## src/rtl/irq_prio_pkg.sv

```systemverilog
package irq_prio_pkg;

  // register stages inside the comparison tree for a given port count
  function automatic int prio_stages(int n_ports);
    if (n_ports <= 4) return 1;
    if (n_ports <= 16) return 2;
    return 3;
  endfunction

  // depth of heap node k (root is 0)
  function automatic int node_depth(int k);
    int d;
    int v;
    d = 0;
    v = k + 1;
    while (v > 1) begin
      v = v >> 1;
      d = d + 1;
    end
    return d;
  endfunction

  // is tree level lvl (0 = leaves) followed by a register; stages spread evenly, root always
  function automatic bit is_stage_reg(int lvl, int top, int stages);
    for (int j = 1; j <= stages; j++) begin
      if (lvl == (top * j + stages - 1) / stages) return 1'b1;
    end
    return 1'b0;
  endfunction

endpackage

```

## src/rtl/irq_leaf_qual.sv

```systemverilog
module irq_leaf_qual #(
  parameter int NUM_PORTS   = 32,
  parameter int RIL_W       = 6,
  parameter int CHAIN_RIL_W = 8,
  parameter int IDX_W       = 5,
  localparam int NW         = 1 + IDX_W + RIL_W,
  localparam int N_LEAF     = NUM_PORTS + 1
) (
  input  logic [NUM_PORTS*RIL_W-1:0] req_ril_i,
  input  logic [NUM_PORTS-1:0]       req_en_i,
  input  logic [CHAIN_RIL_W-1:0]     chain_ril_i,
  output logic [N_LEAF*NW-1:0]       leaves_o
);

  // leaf = {from_chain, index, level}
  for (genvar i = 0; i < NUM_PORTS; i++) begin : g_port
    logic [RIL_W-1:0] eff;
    assign eff = req_en_i[i] ? req_ril_i[i*RIL_W +: RIL_W] : '0;
    assign leaves_o[i*NW +: NW] = {1'b0, IDX_W'(i), eff};
  end

  // chain leaf sits after all ports so local ports win ties
  assign leaves_o[NUM_PORTS*NW +: NW] = {1'b1, {IDX_W{1'b0}}, chain_ril_i[RIL_W-1:0]};

  if (CHAIN_RIL_W > RIL_W) begin : g_drop
    logic unused_hi;
    assign unused_hi = ^chain_ril_i[CHAIN_RIL_W-1:RIL_W];
  end

endmodule

```

## src/rtl/irq_cmp_tree.sv

```systemverilog
module irq_cmp_tree
  import irq_prio_pkg::*;
#(
  parameter int N_LEAF = 33,
  parameter int RIL_W  = 6,
  parameter int IDX_W  = 5,
  parameter int STAGES = 3,
  localparam int NW    = 1 + IDX_W + RIL_W
) (
  input  logic                 clk_i,
  input  logic                 rst_ni,
  input  logic [N_LEAF*NW-1:0] leaves_i,
  output logic [NW-1:0]        win_o
);

  localparam int LVL    = $clog2(N_LEAF);
  localparam int P2     = 1 << LVL;
  localparam int N_NODE = 2 * P2 - 1;

  logic [NW-1:0] tree [N_NODE];

  for (genvar i = 0; i < P2; i++) begin : g_leaf
    if (i < N_LEAF) begin : g_real
      assign tree[P2-1+i] = leaves_i[i*NW +: NW];
    end else begin : g_pad
      assign tree[P2-1+i] = '0;
    end
  end

  for (genvar k = 0; k < P2 - 1; k++) begin : g_node
    logic [NW-1:0] lhs, rhs, pick;
    assign lhs  = tree[2*k+1];
    assign rhs  = tree[2*k+2];
    // left (lower position) keeps ties
    assign pick = (lhs[RIL_W-1:0] >= rhs[RIL_W-1:0]) ? lhs : rhs;

    if (is_stage_reg(LVL - node_depth(k), LVL, STAGES)) begin : g_reg
      logic [NW-1:0] q;
      always_ff @(posedge clk_i or negedge rst_ni) begin
        if (!rst_ni) q <= '0;
        else         q <= pick;
      end
      assign tree[k] = q;
    end else begin : g_comb
      assign tree[k] = pick;
    end
  end

  assign win_o = tree[0];

endmodule

```

## src/rtl/irq_delay_line.sv

```systemverilog
module irq_delay_line #(
  parameter int W     = 12,
  parameter int DEPTH = 3
) (
  input  logic         clk_i,
  input  logic         rst_ni,
  input  logic [W-1:0] d_i,
  output logic [W-1:0] q_o
);

  logic [W-1:0] stg [DEPTH];

  always_ff @(posedge clk_i or negedge rst_ni) begin
    if (!rst_ni) begin
      for (int i = 0; i < DEPTH; i++) stg[i] <= '0;
    end else begin
      stg[0] <= d_i;
      for (int i = 1; i < DEPTH; i++) stg[i] <= stg[i-1];
    end
  end

  assign q_o = stg[DEPTH-1];

endmodule

```

## src/rtl/irq_vec_out.sv

```systemverilog
module irq_vec_out #(
  parameter int RIL_W = 6,
  parameter int IDX_W = 5,
  parameter int VEC_W = 8,
  parameter int AUX_W = 4,
  localparam int NW   = 1 + IDX_W + RIL_W
) (
  input  logic             clk_i,
  input  logic             rst_ni,
  input  logic [NW-1:0]    win_i,
  input  logic [VEC_W-1:0] chain_vec_i,
  input  logic [AUX_W-1:0] chain_aux_i,
  output logic             vld_o,
  output logic [RIL_W-1:0] ril_o,
  output logic [VEC_W-1:0] vec_o,
  output logic [AUX_W-1:0] aux_o,
  output logic             from_chain_o
);

  logic [RIL_W-1:0] w_ril;
  logic [IDX_W-1:0] w_idx;
  logic             w_chain;
  logic             nxt_vld, nxt_chain;
  logic [VEC_W-1:0] nxt_vec;
  logic [AUX_W-1:0] nxt_aux;

  assign w_ril   = win_i[RIL_W-1:0];
  assign w_idx   = win_i[RIL_W +: IDX_W];
  assign w_chain = win_i[NW-1];

  always_comb begin
    nxt_vld   = (w_ril != '0);
    nxt_chain = 1'b0;
    nxt_vec   = '0;
    nxt_aux   = '0;
    if (nxt_vld) begin
      if (w_chain) begin
        nxt_chain = 1'b1;
        nxt_vec   = chain_vec_i;
        nxt_aux   = chain_aux_i;
      end else begin
        nxt_vec   = VEC_W'(w_idx);
      end
    end
  end

  always_ff @(posedge clk_i or negedge rst_ni) begin
    if (!rst_ni) begin
      vld_o        <= 1'b0;
      ril_o        <= '0;
      vec_o        <= '0;
      aux_o        <= '0;
      from_chain_o <= 1'b0;
    end else begin
      vld_o        <= nxt_vld;
      ril_o        <= w_ril;
      vec_o        <= nxt_vec;
      aux_o        <= nxt_aux;
      from_chain_o <= nxt_chain;
    end
  end

endmodule

```

## src/rtl/irq_prio_resolver.sv

```systemverilog
module irq_prio_resolver
  import irq_prio_pkg::*;
#(
  parameter int NUM_PORTS   = 32,
  parameter int RIL_W       = 6,
  parameter int CHAIN_RIL_W = 8,
  parameter int VEC_W       = 8,
  parameter int AUX_W       = 4
) (
  input  logic                       clk_i,
  input  logic                       rst_ni,
  input  logic [NUM_PORTS*RIL_W-1:0] req_ril_i,
  input  logic [NUM_PORTS-1:0]       req_en_i,
  input  logic [CHAIN_RIL_W-1:0]     chain_ril_i,
  input  logic [VEC_W-1:0]           chain_vec_i,
  input  logic [AUX_W-1:0]           chain_aux_i,
  output logic                       irq_vld_o,
  output logic [RIL_W-1:0]           irq_ril_o,
  output logic [VEC_W-1:0]           irq_vec_o,
  output logic [AUX_W-1:0]           irq_aux_o
);

  localparam int IDX_W  = (NUM_PORTS > 1) ? $clog2(NUM_PORTS) : 1;
  localparam int NW     = 1 + IDX_W + RIL_W;
  localparam int N_LEAF = NUM_PORTS + 1;
  localparam int STAGES = prio_stages(NUM_PORTS);
  localparam int CF_W   = VEC_W + AUX_W;

  logic [N_LEAF*NW-1:0] leaves;
  logic [NW-1:0]        win;
  logic [CF_W-1:0]      cf_q;
  logic                 from_chain;

  irq_leaf_qual #(
    .NUM_PORTS(NUM_PORTS), .RIL_W(RIL_W), .CHAIN_RIL_W(CHAIN_RIL_W), .IDX_W(IDX_W)
  ) u_qual (
    .req_ril_i  (req_ril_i),
    .req_en_i   (req_en_i),
    .chain_ril_i(chain_ril_i),
    .leaves_o   (leaves)
  );

  irq_cmp_tree #(
    .N_LEAF(N_LEAF), .RIL_W(RIL_W), .IDX_W(IDX_W), .STAGES(STAGES)
  ) u_tree (
    .clk_i   (clk_i),
    .rst_ni  (rst_ni),
    .leaves_i(leaves),
    .win_o   (win)
  );

  // chain fields travel beside the tree so they meet their own level
  irq_delay_line #(.W(CF_W), .DEPTH(STAGES)) u_cf_dly (
    .clk_i (clk_i),
    .rst_ni(rst_ni),
    .d_i   ({chain_vec_i, chain_aux_i}),
    .q_o   (cf_q)
  );

  irq_vec_out #(
    .RIL_W(RIL_W), .IDX_W(IDX_W), .VEC_W(VEC_W), .AUX_W(AUX_W)
  ) u_out (
    .clk_i       (clk_i),
    .rst_ni      (rst_ni),
    .win_i       (win),
    .chain_vec_i (cf_q[CF_W-1:AUX_W]),
    .chain_aux_i (cf_q[AUX_W-1:0]),
    .vld_o       (irq_vld_o),
    .ril_o       (irq_ril_o),
    .vec_o       (irq_vec_o),
    .aux_o       (irq_aux_o),
    .from_chain_o(from_chain)
  );

endmodule

```

## config.mk

```make
export PLATFORM = sky130hd
export DESIGN_NAME = irq_prio_resolver
export DESIGN_NICKNAME = d
export VERILOG_FILES = /design/src/rtl/irq_prio_pkg.sv /design/src/rtl/irq_leaf_qual.sv /design/src/rtl/irq_cmp_tree.sv /design/src/rtl/irq_delay_line.sv /design/src/rtl/irq_vec_out.sv /design/src/rtl/irq_prio_resolver.sv
export SDC_FILE = /design/constraint.sdc
export NUM_CORES = 1
export LEC_CHECK = 0
export ABC_CLOCK_PERIOD_IN_PS = 5700
export BUFFER_PORTS_ARGS = -buffer_cell sky130_fd_sc_hd__buf_2
export CAP_MARGIN = 20
export CORE_ASPECT_RATIO = 1.5
export CORE_UTILIZATION = 45
export CTS_CLUSTER_DIAMETER = 120
export DETAILED_ROUTE_END_ITERATION = 12
export PLACE_DENSITY = 0.68
export SLEW_MARGIN = 20
export SYNTH_ARGS = -nofsm -noshare
export SYNTH_HDL_FRONTEND = slang
export SYNTH_SLANG_ARGS = --single-unit
export TNS_END_PERCENT = 50
```

## constraint.sdc

```tcl
create_clock -name clk_i -period 5.7 [get_ports clk_i]
set_input_delay 0.855 -clock clk_i [delete_from_list [all_inputs] [get_ports clk_i]]
set_output_delay 0.855 -clock clk_i [all_outputs]
set_load 0.01 [all_outputs]
```

# == Yosys cells after proc, flatten, opt, wreduce, memory -nomap -nowiden ==
# Index checks and enable logic that the tools add are counted.
# op_classes
mux,73
eq_ne,0
n_mul,0
addsub,0
shift,0
n_bitwise,0
n_reduce_logical,1
n_lt_le_gt_ge,37
n_div,0
# op_table
cell,count
$ge 6x6->1,32
$mux 12,16
$mux 6,32
$mux 7,16
$mux 8,7
$ge 6x1->1 const B,5
$mux 4,2
$reduce_bool 6->1,1
# word_totals
n_memories,0
romBits,0
ram_bits,0
latchBits,0
register_bits,211
inputBits,246
elab_cells,131
out_inout_bits,19

# == Depth between registers and ports, before layout ==
# Gate-level depths: netlist of run 1.
# logic_depth
word_depth,5
depth_mapped,16
ltp_nobuf,14

# == Cells and area by module ==
# Synthesis of run 1 repeated with hierarchy kept, for this count alone.
# hier_totals
hier_cells,2041
area_unflattened_um2,18391.4
# by_module_without_submodules
mod,cells_per_inst,area_per_inst_um2,n_inst,seq_area_each_um2
irq_cmp_tree,1544,13964.6,1,3903.7
irq_leaf_qual,398,2740.1,1,0.0
irq_delay_line,48,991.0,1,900.9
irq_vec_out,51,695.7,1,500.5

# == Worst setup path before layout of run 1 ==
# No wires, ideal clock.
# synth_timing
path_type,input to register
start,in req_ril_i[87]
end,reg u_tree.g_node[18].g_reg.q[3]
slack_ps,1877
arrival_ps,3700
stages,15
t_required_ps,5577
cell_sequence,and2_1 -> ha_1 -> a21o_1 -> a21oi_1 -> o21ai_1 -> a21oi_1 -> buf_2 -> mux2i_1 -> ha_1 -> a21o_1 -> a31oi_1 -> o21ai_1 -> buf_2 -> a2111o_1 -> o221a_2
# synth_via
elab_chain_len,5
# synth_rtl
element,line_no,text
from (decl),irq_prio_resolver.sv:12,"input logic [NUM_PORTS*RIL_W-1:0] req_ril_i,"
$mux 6 (*),irq_leaf_qual.sv:18,assign eff = req_en_i[i] ? req_ril_i[i*RIL_W +: RIL_W] : '0;
$ge 6x6->1,irq_cmp_tree.sv:35,assign pick = (lhs[RIL_W-1:0] >= rhs[RIL_W-1:0]) ? lhs : rhs;
$mux 7 (*),irq_cmp_tree.sv:35,
$ge 6x6->1,irq_cmp_tree.sv:35,
$mux 8 (*),irq_cmp_tree.sv:35,
named net u_tree.g_node[18].pick[3],irq_cmp_tree.sv:31,"logic [NW-1:0] lhs, rhs, pick;"
to (signal assigned),irq_cmp_tree.sv:41,else q <= pick;
to (decl),irq_cmp_tree.sv:38,logic [NW-1:0] q;
# Mark *: on every way through the listed nets, which the timed path passes. The rest lies on a longest branch.

# == Final worst setup path of run 1 ==
# layout_timing
start,in req_en_i[14]
end,reg u_tree.g_node[18].g_reg.q[2]
# layout_via
elab_chain_len,5
# layout_rtl
element,line_no,text
from (decl),irq_prio_resolver.sv:13,"input logic [NUM_PORTS-1:0] req_en_i,"
$mux 6 (*),irq_leaf_qual.sv:18,
$ge 6x6->1,irq_cmp_tree.sv:35,
$mux 7 (*),irq_cmp_tree.sv:35,
$ge 6x6->1,irq_cmp_tree.sv:35,
$mux 8 (*),irq_cmp_tree.sv:35,
named net u_tree.g_node[18].pick[2],irq_cmp_tree.sv:31,
# Marks and branches as above.

==> flow_metrics.env, run 1 <==
export IMPL_status="finished clean"
export IMPL_setup_violations=0
export IMPL_grt_usage=0.1931
export IMPL_cts_num_sinks=166
export IMPL_hpwl_um=22770
export IMPL_synthCells=1323
export IMPL_yosys_warnings=0
export IMPL_dieArea_sq_mm=0.02907
export IMPL_yosysTopAreaCell="dfrtp_1"
export IMPL_clk_pin_slew_ns=0.07
export IMPL_postLayoutCoreUtil=0.5379
export IMPL_port_buffers=262
export IMPL_fin_ws_ns=1.418
export IMPL_drt_iter0_drc=279
export IMPL_die_x_um=139.6
export IMPL_synth_seq_cells=166
export IMPL_postCtsResizedCells=0
export IMPL_post_place_ws_ns=1.063
export IMPL_final_area_sq_mm=0.01504
export IMPL_viasPerCell=5.223
export IMPL_core_area_sq_mm=0.02796
export IMPL_crit_path_top_delay_cell="o21ai_1"
export IMPL_path_class="input pin to flop"
export IMPL_cp_start_kind="input pin"
export IMPL_arrival_ns=4.59
export IMPL_route_detailed_drc=0
export IMPL_h_tree_depth=4
export IMPL_max_freq_mhz=233.5
export IMPL_leakagePower_nw=8.408
export IMPL_worstMarginPinSlew_ns=0.9202
export IMPL_cts_tree="built"
export IMPL_synth_nets=1761
export IMPL_syn2layout_area_growth_pct=17.79
export IMPL_vias=10160
export IMPL_fp_row_count=75
export IMPL_hold_viol_final=0
export IMPL_syn_area_sq_mm=0.01277
export IMPL_cp_cell_sequence="buf_2 > and2_1 > ha_1 > a21o_1 > a21oi_1 > o21ai_1 > a21oi_1 > buf_4 > mux2i_1 > ha_1 > nand3_1 > o21ai_1 > inv_1 > o221a_2"
export IMPL_synth_area_leaders="dfrtp_1, ha_1, mux2i_1"
export IMPL_power_density_mw_per_mm2=387.7
export IMPL_cap_violations=0
export IMPL_placed_area_sq_mm=0.01445
export IMPL_grt_pass1_vias=10210
export IMPL_required_ns=6.01
export IMPL_routed_wl_um=27110
export IMPL_layout_drive_gt1_share=0.2628
export IMPL_hold_buffers=0
export IMPL_hp_class="flop to flop"
export IMPL_drt_pass1_iter_count=4
export IMPL_rsz0062_at_grt="false"
export IMPL_fin_nets=2023
export IMPL_ys_async_sr_fraction=1.000
export IMPL_maxSlewViolCount=0
export IMPL_antenna_left=0
export IMPL_setup_tns_ns=0
export IMPL_ios=265
export IMPL_period_needed_ns=4.282
export IMPL_max_slew_margin=0.3825
export IMPL_wl_per_cell_um=13.94
export IMPL_cp_slowest_stage_delay_ns=0.68
export IMPL_reg2reg_slack_ns=1.81
export IMPL_grt_ovfl_total=0
export IMPL_synth_edf_count=0
export IMPL_crit_path_end_kind="flop"
export IMPL_fp_dieH_um=208.3
export IMPL_synth_top_area_share=0.3253
export IMPL_cts_setup_buffers=0
export IMPL_root_buffer="clkbuf_16"
export IMPL_fin_worst_skew_ns=0.004999
export IMPL_place_gp_congestion=0.8753
export IMPL_crit_path_max_fanout=16
export IMPL_initial_core_util=0.4567
export IMPL_cts_inserted_buffers=17
export IMPL_antenna_found_initial=0
export IMPL_clk_latency_ns=0.43
export IMPL_period_share=0.7512
export IMPL_syn_mean_instance_area_sq_um=9.653
export IMPL_grt_max_degree=101
export IMPL_peakVddDrop_mv=0.2554
export IMPL_synthFlopType="dfrtp_1"
export IMPL_yosysUniqueCellTypes=51
export IMPL_clock_path_buffers=2
export IMPL_seq_area_frac_synth=0.3253
export IMPL_grt_pass1_wl_um=45640
## power breakdown
part           leakage, nW  switching [mW]  internal [mW]
registers             2.01           0.163           1.52
clock network        0.290           0.516          0.586
logic                 6.11            1.67           1.37
## Yosys cell counts (7+ instances only)
library cell / number
o211ai_1: 10
o21ai_0: 33
a21oi_1: 37
a2111o_1: 20
buf_1: 7
or2_2: 21
and2_1: 21
inv_1: 172
nand3_1: 20
a31oi_1: 7
a21o_1: 30
mux2i_1: 130
nand2b_1: 33
o21ai_1: 14
nand4_1: 8
and3_1: 10
dfrtp_1: 166
nor2_1: 24
o221a_2: 20
a31oi_4: 12
mux2_2: 38
a22oi_2: 8
o211ai_2: 7
buf_2: 8
ha_1: 192
nand2_1: 197
nor2b_1: 11
## area by class of cell
cell class	instances	area, sq um
well taps	346	432.9
inverters	174	653.1
diodes	1	2.502
fillers	2575	12920
flip-flops and latches	166	4154
repair buffers	267	1355
clock buffers	17	425.4
clock inverters	15	153.9
multi-input cells	959	7866
## state kept, by name, summed over array words and instances, names as in the netlist
name	count
u_cf_dly.q_o	12
u_cf_dly.stg	24
u_out.aux_o	4
u_out.ril_o	6
u_out.vec_o	8
u_out.vld_o	1
u_tree.g_node.g_reg.q	49
u_tree.g_node.lhs	31
u_tree.g_node.rhs	19
u_tree.win_o	12
## critical path, delay by kind of cell
kind / cells / cell delay [ns]
adders and majority gates: 2 / 0.61
buffers and inverters: 3 / 0.69
AOI/OAI and AO/OA: 6 / 2.09
muxes: 1 / 0.09
and+or+nand+nor: 2 / 0.25
## cells by family (layout without fill, tap and decap cells)
logic type	count (synthesis)	in the layout	share of synthesized area
compound gates	235	235	0.1553
fa+ha+maj	192	192	0.1881
buf+inv	198	473	0.06016
flops	166	166	0.3253
mux	172	172	0.1401
other cells	1	2	0.0002936
simple gates	359	359	0.1308
## per-stage QoR
step                      instances  power [mW]  hold slack, ns
final                          1945       5.832          0.3435
after global routing           1944       6.338          0.3558
after CTS                      1944       5.882          0.3432
after detailed placement       1912       4.756          0.3355
after global placement         1912       4.661          0.3336
after floorplan                1323       3.981          0.3312
## path summary, 6_finish.rpt
path	to	startpoint	depth (start not counted)
setup / recovery	u_tree.g_node[18].g_reg.q[2]	req_en_i[14]	14
hold / removal	u_cf_dly.stg[18]	u_cf_dly.stg[30]	0
setup reg to reg	u_tree.g_node[1].rhs[8]	u_tree.g_node[20].g_reg.q[5]	13
hold reg to reg	u_cf_dly.stg[18]	u_cf_dly.stg[30]	0
max in group asynchronous	u_tree.g_node[19].g_reg.q[1]	rst_ni	2
min in group asynchronous	u_tree.g_node[11].lhs[4]	rst_ni	1
## layer usage
layer	track usage	vias up	wire [um]
met4	0.07048	0	597
met1	0.2225	4727	11650
li1	-	5171	-
met3	0.02647	47	736
met5	0	-	0
met2	0.3597	214	14120
## placed cells by master (no fill, tap or decap), types with 10 or more instances in the layout
cell         n
mux2i_1    130
clkbuf_16   17
and2_1      21
a2111o_1    20
nand2b_1    33
inv_1      172
o221a_2     20
nand3_1     20
nor2b_1     11
and3_1      10
nor2_1      24
a21oi_1     37
mux2_2      38
a21o_1      30
buf_2      261
or2_2       21
a31oi_4     12
o21ai_0     33
ha_1       192
o211ai_1    10
o21ai_1     13
nand2_1    197
dfrtp_1    166
No activity file was read; power rests on OpenSTA's default activity.
==> inputs of run 2 (changes only) <==
Settings changed: ABC_CLOCK_PERIOD_IN_PS 5700 to 3600, PLACE_DENSITY 0.68 to 0.7.
Clock period 5.7 ns to 3.6 ns, I/O delays scaled along.
==> run 2 against run 1 <==
- routed wire length up 4.3%
- hold slack worse by 0.18 ns
- worst setup slack worse by 1.1 ns
- first-iteration DRC count down 13%
- sequential share of layout area down 1.4 points
- non-clock buffer count up 98
- critical path depth up 1
- global-route usage up 0.67 points
- final cell count up 5.0%
- critical path type unchanged
- largest cell class unchanged
- largest power group unchanged
==> flow_metrics.env, run 2 (same netlist as run 1, synthesis figures left out) <==
export IMPL_status="finished clean"
export IMPL_hold_viol_final=0
export IMPL_wl_per_cell_um=13.84
export IMPL_period_needed_ns=3.282
export IMPL_initial_core_util=0.4567
export IMPL_clockPowerShare=0.182
export IMPL_largest_reg_flops=49
export IMPL_routed_wl_met3_um=805
export IMPL_fin_worst_skew_ns=0.01135
export IMPL_rr_endpoint="u_tree.g_node[1].rhs[6]"
export IMPL_vias=10580
export IMPL_dr_max_layer_used="met4"
export IMPL_postLayoutCoreUtil=0.5664
export IMPL_path_class="input pin to flop"
export IMPL_dpl_cell_count=2006
export IMPL_p_int_mw=6.090
export IMPL_fin_ws_ns=0.3178
export IMPL_max_slew_margin=0.4963
export IMPL_required_ns=3.87
export IMPL_antenna_found_initial=0
export IMPL_syn2layout_area_growth_pct=24.01
export IMPL_fp_row_count=75
export IMPL_viasPerCell=5.182
export IMPL_reg2reg_depth=15
export IMPL_fillers=2496
export IMPL_multiInputGateArea_sq_mm=0.007863
export IMPL_pwr_share_comb=0.544
export IMPL_drt_pass1_iter_count=4
export IMPL_mostFrequentLayoutCells="buf_2, nand2_1, ha_1, inv_1, dfrtp_1"
export IMPL_max_freq_mhz=304.7
export IMPL_reg2reg_slack_ns=0.35
export IMPL_dieArea_sq_mm=0.02907
export IMPL_routed_wl_um=28260
export IMPL_antenna_left=0
export IMPL_power_density_mw_per_mm2=620.4
export IMPL_grt_max_degree=88
export IMPL_arrival_ns=3.55
export IMPL_grt_pass1_vias=10870
export IMPL_instances_no_fill=2042
export IMPL_crit_path_end_kind="flop"
export IMPL_hold_buffers=0
export IMPL_grt_usage=0.1998
export IMPL_cap_violations=0
export IMPL_p_switching_mw=3.737
export IMPL_dr_wl_met2_um=15020
export IMPL_grt_ovfl_total=0
export IMPL_top_register="u_tree.g_node.g_reg.q"
export IMPL_peakVddDrop_mv=0.4419
export IMPL_port_buffers=262
export IMPL_route_detailed_drc=0
export IMPL_grt_pass1_wl_um=47510
export IMPL_setup_violations=0
export IMPL_period_share=0.9117
export IMPL_layout_drive_gt1_share=0.3048
export IMPL_hpwl_um=23780
export IMPL_cts_inserted_buffers=17
export IMPL_h_tree_depth=4
export IMPL_worstMarginPinSlew_ns=0.7556
export IMPL_crit_path_max_fanout=13
export IMPL_fin_nets=2121
export IMPL_rsz0062_at_grt="false"
export IMPL_final_common_cell="buf_2"
export IMPL_core_area_sq_mm=0.02796
export IMPL_clock_path_buffers=2
export IMPL_swShare=0.3803
export IMPL_drt_iter0_drc=242
export IMPL_maxSlewViolCount=0
export IMPL_die_x_um=139.6
export IMPL_r2r_start="u_tree.g_node[20].g_reg.q[5]"
export IMPL_regArea_sq_mm=0.004154
export IMPL_cts_tree="built"
export IMPL_wl_met1_um=11570
export IMPL_root_buffer="clkbuf_16"
export IMPL_cts_num_sinks=166
export IMPL_pwr_share_seq=0.274
export IMPL_post_place_ws_ns=-0.1513
export IMPL_fp_dieH_um=208.3
export IMPL_cp_start_kind="input pin"
export IMPL_leakagePower_nw=8.901
export IMPL_hp_class="input pin to async pin"
export IMPL_num_antenna_cells=0
export IMPL_clk_latency_ns=0.42
export IMPL_place_gp_congestion=0.8673
export IMPL_clk_pin_slew_ns=0.07
export IMPL_ios=265
run 2: cell types whose count changed in the layout (fill, tap and decap cells not counted), sizes merged:
cell	delta
clkinv	+2
diode	-1
bufinv	+2
clkinvlp	+1
buf	+98
inv	-5
run 2: what timing repair did:
item / CTS / global route
setup buffers: 0 / 4
resized for setup: 1 / 0
pin swaps: 0 / 1
gates cloned: 0 / 0
setup endpoints to repair: 1 / 1
run 2: layout make-up:
cell class / instances / area share
clock buffers: 17 / 0.02686
clock inverters: 15 / 0.01067
inverters: 174 / 0.04124
multi-input cells: 959 / 0.4964
flip-flops and latches: 166 / 0.2623
well taps: 346 / 0.02733
repair buffers: 365 / 0.1352
run 2: per-layer routing:
layer,vias up,track usage
li1,5373,-
met4,0,0.08678
met3,62,0.02301
met5,-,0
met1,4933,0.2217
met2,213,0.3791
run 2: worst max-delay path: stages:
cell and delay (ns):
buf_2 0.12, and2_1 0.16, ha_1 0.31, a21o_1 0.18
a21oi_1 0.13, o21ai_1 0.17, a21oi_4 0.25, buf_4 0.14
mux2i_1 0.29, ha_1 0.30, a21oi_1 0.13, o21ai_1 0.10
buf_4 0.18, a2111oi_0 0.41, a221oi_1 0.12
run 2: power groups by stage:
stage | sequential (mW) | combinational [mW] | clock [mW]
global route | 2.74 | 5.99 | 1.92
floorplan | 2.65 | 3.65 | 0
global placement | 2.71 | 4.98 | 0
detailed placement | 2.72 | 5.12 | 0
CTS | 2.69 | 5.17 | 1.83
finish | 2.69 | 5.35 | 1.79
run 2: worst max path at each step:
stage | startpoint | to | slack (ns) | cells after the start
after detailed placement | req_en_i[22] | u_tree.g_node[20].g_reg.q[0] | -0.15 | 15
after global routing | req_en_i[22] | u_tree.g_node[20].g_reg.q[0] | 0.06 | 15
final | req_en_i[10] | u_tree.g_node[17].g_reg.q[0] | 0.32 | 15
after global placement | req_en_i[22] | u_tree.g_node[20].g_reg.q[5] | -0.03 | 15
after CTS | u_tree.g_node[20].g_reg.q[5] | u_tree.g_node[1].rhs[6] | 0.28 | 13
after floorplan | req_ril_i[87] | u_tree.g_node[18].g_reg.q[3] | 0.09 | 15
run 2: per-stage QoR:
| step | TNS [ns] | hold WS [ns] | power (mW) | area [sq um] |
|---|---|---|---|---|
| 3_5_place_dp | -1.352 | 0.3347 | 7.841 | 15190 |
| 6_report | 0 | 0.1664 | 9.826 | 15840 |
| 2_1_floorplan | 0 | 0.2444 | 6.303 | 12770 |
| 5_1_grt | 0 | 0.2069 | 10.66 | 15840 |
| 3_3_place_gp | -0.08868 | 0.3326 | 7.693 | 15190 |
| 4_1_cts | 0 | 0.1957 | 9.699 | 15800 |
